### src/rtl/txenc_pkg.sv
package txenc_pkg;
  typedef enum logic [1:0] {
    ST_IDLE = 2'd0,
    ST_HDR  = 2'd1,
    ST_BODY = 2'd2,
    ST_PAD  = 2'd3
  } txenc_state_e;

  localparam int WORD_BYTES = 4;
  localparam logic [31:0] TRAILER_WORD = 32'hFFFF_0000;
endpackage

### src/rtl/txenc_lane_sel.sv
module txenc_lane_sel #(
  parameter int LANES = 4,
  localparam int IDX_W = $clog2(LANES)
) (
  input  logic [8*LANES-1:0] word,
  input  logic [IDX_W-1:0]   idx,
  output logic [7:0]         byte_o
);
  logic [7:0] lanes [LANES];

  // lane 0 is the least significant byte: little-endian emission
  for (genvar g = 0; g < LANES; g++) begin : g_lane
    assign lanes[g] = word[8*g +: 8];
  end

  assign byte_o = lanes[idx];
endmodule

### src/rtl/txenc_pad_calc.sv
module txenc_pad_calc #(
  parameter int LEN_W = 16,
  parameter int MPS_W = 11,
  localparam int W = ((LEN_W + 1) > MPS_W) ? (LEN_W + 1) : MPS_W
) (
  input  logic [LEN_W-1:0] len,
  input  logic [MPS_W-1:0] mps,
  output logic             pad
);
  logic [W-1:0] total;
  logic [W-1:0] divisor;

  always_comb begin
    total   = W'(len) + W'(4);
    divisor = W'(mps) - W'(1);
    pad     = (divisor != '0) && ((total % divisor) == '0);
  end
endmodule

### src/rtl/txenc_bulk_encap.sv
module txenc_bulk_encap
  import txenc_pkg::*;
#(
  parameter int LEN_W = 16,
  parameter int MPS_W = 11
) (
  input  logic             clk,
  input  logic             rst,
  input  logic [MPS_W-1:0] max_pkt,
  input  logic             in_valid,
  output logic             in_ready,
  input  logic [7:0]       in_data,
  input  logic             in_last,
  input  logic [LEN_W-1:0] in_len,
  output logic             out_valid,
  input  logic             out_ready,
  output logic [7:0]       out_data,
  output logic             out_last,
  output logic             len_err
);
  localparam int HDR_W = 16;
  localparam int IDX_W = $clog2(WORD_BYTES);
  localparam int CNT_W = LEN_W + 1;

  txenc_state_e     state;
  logic [IDX_W-1:0] idx_q;
  logic [LEN_W-1:0] len_q;
  logic             pad_q;
  logic [CNT_W-1:0] cnt_q;
  logic             ov_q;
  logic [7:0]       od_q;
  logic             ol_q;
  logic             err_q;

  logic             slot;
  logic             pad_now;
  logic [HDR_W-1:0] len16;
  logic [31:0]      hdr_word;
  logic [7:0]       hdr_byte;
  logic [7:0]       trl_byte;
  logic [CNT_W-1:0] cnt_next;

  assign slot     = !ov_q || out_ready;
  assign len16    = HDR_W'(len_q);
  assign hdr_word = {len16 ^ 16'hFFFF, len16};
  assign cnt_next = cnt_q + CNT_W'(1);

  txenc_pad_calc #(.LEN_W(LEN_W), .MPS_W(MPS_W)) u_pad_calc (
    .len (in_len),
    .mps (max_pkt),
    .pad (pad_now)
  );

  txenc_lane_sel #(.LANES(WORD_BYTES)) u_hdr_sel (
    .word   (hdr_word),
    .idx    (idx_q),
    .byte_o (hdr_byte)
  );

  txenc_lane_sel #(.LANES(WORD_BYTES)) u_trl_sel (
    .word   (TRAILER_WORD),
    .idx    (idx_q),
    .byte_o (trl_byte)
  );

  always_ff @(posedge clk) begin
    if (rst) begin
      state <= ST_IDLE;
      idx_q <= '0;
      len_q <= '0;
      pad_q <= 1'b0;
      cnt_q <= '0;
      ov_q  <= 1'b0;
      od_q  <= '0;
      ol_q  <= 1'b0;
      err_q <= 1'b0;
    end else begin
      err_q <= 1'b0;
      if (ov_q && out_ready) ov_q <= 1'b0;
      case (state)
        ST_IDLE: begin
          if (in_valid) begin
            len_q <= in_len;
            pad_q <= pad_now;
            idx_q <= '0;
            cnt_q <= '0;
            state <= ST_HDR;
          end
        end
        ST_HDR: begin
          if (slot) begin
            od_q  <= hdr_byte;
            ov_q  <= 1'b1;
            ol_q  <= 1'b0;
            idx_q <= idx_q + IDX_W'(1);
            if (idx_q == IDX_W'(WORD_BYTES - 1)) state <= ST_BODY;
          end
        end
        ST_BODY: begin
          if (in_valid && slot) begin
            od_q  <= in_data;
            ov_q  <= 1'b1;
            ol_q  <= in_last && !pad_q;
            cnt_q <= cnt_next;
            if (in_last) begin
              err_q <= (cnt_next != CNT_W'(len_q));
              idx_q <= '0;
              state <= pad_q ? ST_PAD : ST_IDLE;
            end
          end
        end
        default: begin
          if (slot) begin
            od_q  <= trl_byte;
            ov_q  <= 1'b1;
            ol_q  <= (idx_q == IDX_W'(WORD_BYTES - 1));
            idx_q <= idx_q + IDX_W'(1);
            if (idx_q == IDX_W'(WORD_BYTES - 1)) state <= ST_IDLE;
          end
        end
      endcase
    end
  end

  assign in_ready  = (state == ST_BODY) && slot;
  assign out_valid = ov_q;
  assign out_data  = od_q;
  assign out_last  = ol_q;
  assign len_err   = err_q;
endmodule

### config.mk
export PLATFORM = sky130hd
export DESIGN_NAME = txenc_bulk_encap
export DESIGN_NICKNAME = d
export VERILOG_FILES = /design/src/rtl/txenc_pkg.sv /design/src/rtl/txenc_lane_sel.sv /design/src/rtl/txenc_pad_calc.sv /design/src/rtl/txenc_bulk_encap.sv
export SDC_FILE = /design/constraint.sdc
export NUM_CORES = 1
export LEC_CHECK = 0
export CAP_MARGIN = 20
export CORE_MARGIN = 4
export CORE_UTILIZATION = 29
export CTS_CLUSTER_SIZE = 24
export DETAILED_ROUTE_END_ITERATION = 10
export GPL_TIMING_DRIVEN = 0
export PLACE_DENSITY = 0.48
export SLEW_MARGIN = 20
export SYNTH_ARGS = -nofsm -noshare
export SYNTH_HDL_FRONTEND = slang
export SYNTH_SLANG_ARGS = --single-unit
### constraint.sdc
create_clock -name clk -period 60.7 [get_ports clk]
set_input_delay 6.07 -clock clk [delete_from_list [all_inputs] [get_ports clk]]
set_output_delay 6.07 -clock clk [all_outputs]
set_load 0.05 [all_outputs]
==> impl_metrics.env <==
export IMPL_cp_slowest_cell="nor4_1"
export IMPL_drt_pass1_iter_count=5
export IMPL_grt_total_usage_pct=18.1
export IMPL_r2r_setup_slack_ps=58000
export IMPL_startpoint_type="input port"
export IMPL_hp_class="flop to flop"
export IMPL_post_route_drc_count=0
export IMPL_final_core_util_pct=32.7
export IMPL_rsz0062_at_grt="false"
export IMPL_die_y_um=218
export IMPL_syn_area_um2=12800
export IMPL_netlist_instances=1820
export IMPL_worstHoldPathCells=2
export IMPL_drtAntennaViolNets=0
export IMPL_setup_slack_ps=14500
export IMPL_hold_viol=0
export IMPL_placed_area_um2=14100
export IMPL_dp_hpwl_um=36600
export IMPL_yosysSeqAreaShare_pct=7.66
export IMPL_cts_setup_buffers=0
export IMPL_status="finished clean"
export IMPL_clockRootBuffer="clkbuf_16"
export IMPL_dp_slack_ps=15140
export IMPL_place_gp_congestion=0.875
export IMPL_finalCriticalPeriod_ps=46200
export IMPL_fin_nets=2083
export IMPL_mostFrequentLayoutCell="nand2_1"
export IMPL_area_growth_pct=10.9
export IMPL_finClkSkew_ps=5.47
export IMPL_final_max_slew_viol_count=0
export IMPL_syn_nets=2030
export IMPL_clk_latency_ps=290
export IMPL_max_freq_mhz=21.6
export IMPL_crit_top_cell="ha_1"
export IMPL_final_area_um2=14200
export IMPL_final_cell_mix="nand2_1 (195), ha_1 (169), nor2_1 (168)"
export IMPL_routedWlPerCell_um=18.2
export IMPL_rr_worst_depth=10
export IMPL_cts_htree_levels=2
export IMPL_synth_seq_cells=49
export IMPL_drv_cap=0
export IMPL_antennaDiodeCount=0
export IMPL_worst_slew_pin_transition_ps=1100
export IMPL_cts_hold_buf=0
export IMPL_hold_path_endpoint="out_data[4]$_SDFFE_PP0P_"
export IMPL_grt_max_degree=29
export IMPL_end_kind="flop"
export IMPL_post_cts_resized=0
export IMPL_crit_type="input port to flop"
export IMPL_async_reset_ff_share_pct=0
export IMPL_fp_dieW_um=218
export IMPL_routed_wl_um=44700
export IMPL_hold_path_startpoint="out_data[4]$_SDFFE_PP0P_"
export IMPL_ys_flop_type="dfxtp_1"
export IMPL_antenna_found_initial=0
export IMPL_cts_made_buffers=5
export IMPL_arrival_ps=46410
export IMPL_grt_pass1_vias=13200
export IMPL_cts_tree="built"
export IMPL_syn_area_per_cell_um2=7.04
export IMPL_initial_core_util_pct=29.5
export IMPL_critPathMaxStageDelay_ps=960
export IMPL_design_die_area_um2=47600
export IMPL_cts_sinks=49
export IMPL_grt_pass1_wl_um=71200
export IMPL_path_clk_slew_ps=60
export IMPL_max_slew_margin_pct=26.2
export IMPL_worstReg2RegStart="state[0]$_SDFFE_PP0P_"
export IMPL_io_pins=52
export IMPL_timing_rr_end="pad_q$_SDFFE_PP0P_"
export IMPL_crit_fanout=10
export IMPL_coreArea_um2=43400
export IMPL_vias=13900
export IMPL_finalCritPeriodShare_pct=76.1
export IMPL_cp_required_ps=60920
export IMPL_fin_tns_setup_ps=0
export IMPL_rows=76
export IMPL_drive_above_1_share_pct=5.55
export IMPL_setup_viol=0
export IMPL_clockBufferDepth=2
export IMPL_grt_overflow=0
export IMPL_drt_iter0_markers=1015
export IMPL_synth_cell_type_count=105
export IMPL_viasPerCell=5.64
export IMPL_num_fill_cells=4760
export IMPL_yosys_warnings=0
export IMPL_synth_edf_count=0
export IMPL_port_buffers=42
## cells in the mapped netlist (20+ instances only)
| cell type | instances | share of area [%] |
|---|---|---|
| mux2i_1 | 21 | 1.6 |
| nand2_1 | 195 | 5.7 |
| xnor2_1 | 93 | 6.4 |
| inv_1 | 74 | 2.2 |
| or3_1 | 25 | 1.2 |
| xor2_1 | 50 | 3.4 |
| ha_1 | 169 | 17 |
| a21oi_1 | 145 | 5.7 |
| o21ai_0 | 76 | 3.0 |
| a21o_1 | 46 | 2.7 |
| a31oi_1 | 30 | 1.5 |
| o21a_1 | 49 | 2.9 |
| nor4_1 | 20 | 0.98 |
| nor2_1 | 169 | 5.0 |
| nand4_1 | 25 | 1.2 |
| and2_1 | 20 | 0.98 |
| nor3_1 | 74 | 2.9 |
| and3_1 | 23 | 1.1 |
| nand3_1 | 55 | 2.1 |
| clkbuf_1 | 45 | 1.3 |
| dfxtp_1 | 49 | 7.7 |
| nand2b_1 | 22 | 1.1 |
## routing by layer
layer | vias to the layer above | global-route usage, % | part of all wire [%]
li1 | 6894 | - | -
met1 | 6605 | 26.1 | 50
met2 | 309 | 29.8 | 45
met3 | 45 | 1.21 | 3.6
met4 | 0 | 3.71 | 1.9
met5 | - | 0 | 0
## worst max-delay path: cells and delay by family
family	cells	cell delay, ps
and+or+nand+nor	48	12740
muxes	2	820
adders and majority gates	18	5460
buffers and inverters	19	6300
AOI/OAI and AO/OA	59	14980
## state kept, by name (all words and copies together) (netlist names)
| signal | cells |
|---|---|
| cnt_q | 17 |
| idx_q | 2 |
| len16 | 16 |
| len_err | 1 |
| out_data | 8 |
| out_last | 1 |
| out_valid | 1 |
| pad_q | 1 |
| state | 2 |
## layout make-up
cell class | instances | area (um^2) | share of cell area (%)
repair buffers | 46 | 464 | 3.27
well taps | 585 | 732 | 5.16
flip-flops and latches | 49 | 981 | 6.91
inverters | 75 | 282 | 1.98
multi-input cells | 1625 | 11300 | 79.5
plain buffers | 71 | 315 | 2.22
clock buffers | 7 | 143 | 1.00
## kinds of logic after synthesis
group	Yosys count	synth area share (%)
adders and majority gates	170	16.7
buffers and inverters	146	4.66
muxes	34	2.87
AOI/OAI and AO/OA	571	30.8
DFF	49	7.66
and+or+nand+nor	707	27.5
xor gates and xnor gates	143	9.78
## how the worst max path moves through the flow
stage	start	endpoint	slack [ps]
after detailed placement	max_pkt[0]	pad_q$_SDFFE_PP0P_	15140
final	in_len[2]	pad_q$_SDFFE_PP0P_	14500
after CTS	max_pkt[0]	pad_q$_SDFFE_PP0P_	15320
after global routing	in_len[2]	pad_q$_SDFFE_PP0P_	12220
after global placement	max_pkt[0]	pad_q$_SDFFE_PP0P_	14040
after floorplan	in_len[2]	pad_q$_SDFFE_PP0P_	24510
## through the flow
| step | hold slack [ps] | instances |
|---|---|---|
| after floorplan | 460 | 1820 |
| after global placement | 481 | 2447 |
| after detailed placement | 481 | 2451 |
| after CTS | 492 | 2458 |
| after global routing | 519 | 2458 |
| final | 491 | 2458 |
Power is not shown: default switching activity piles up to over one toggle a cycle in this logic, so the estimate is an artifact.
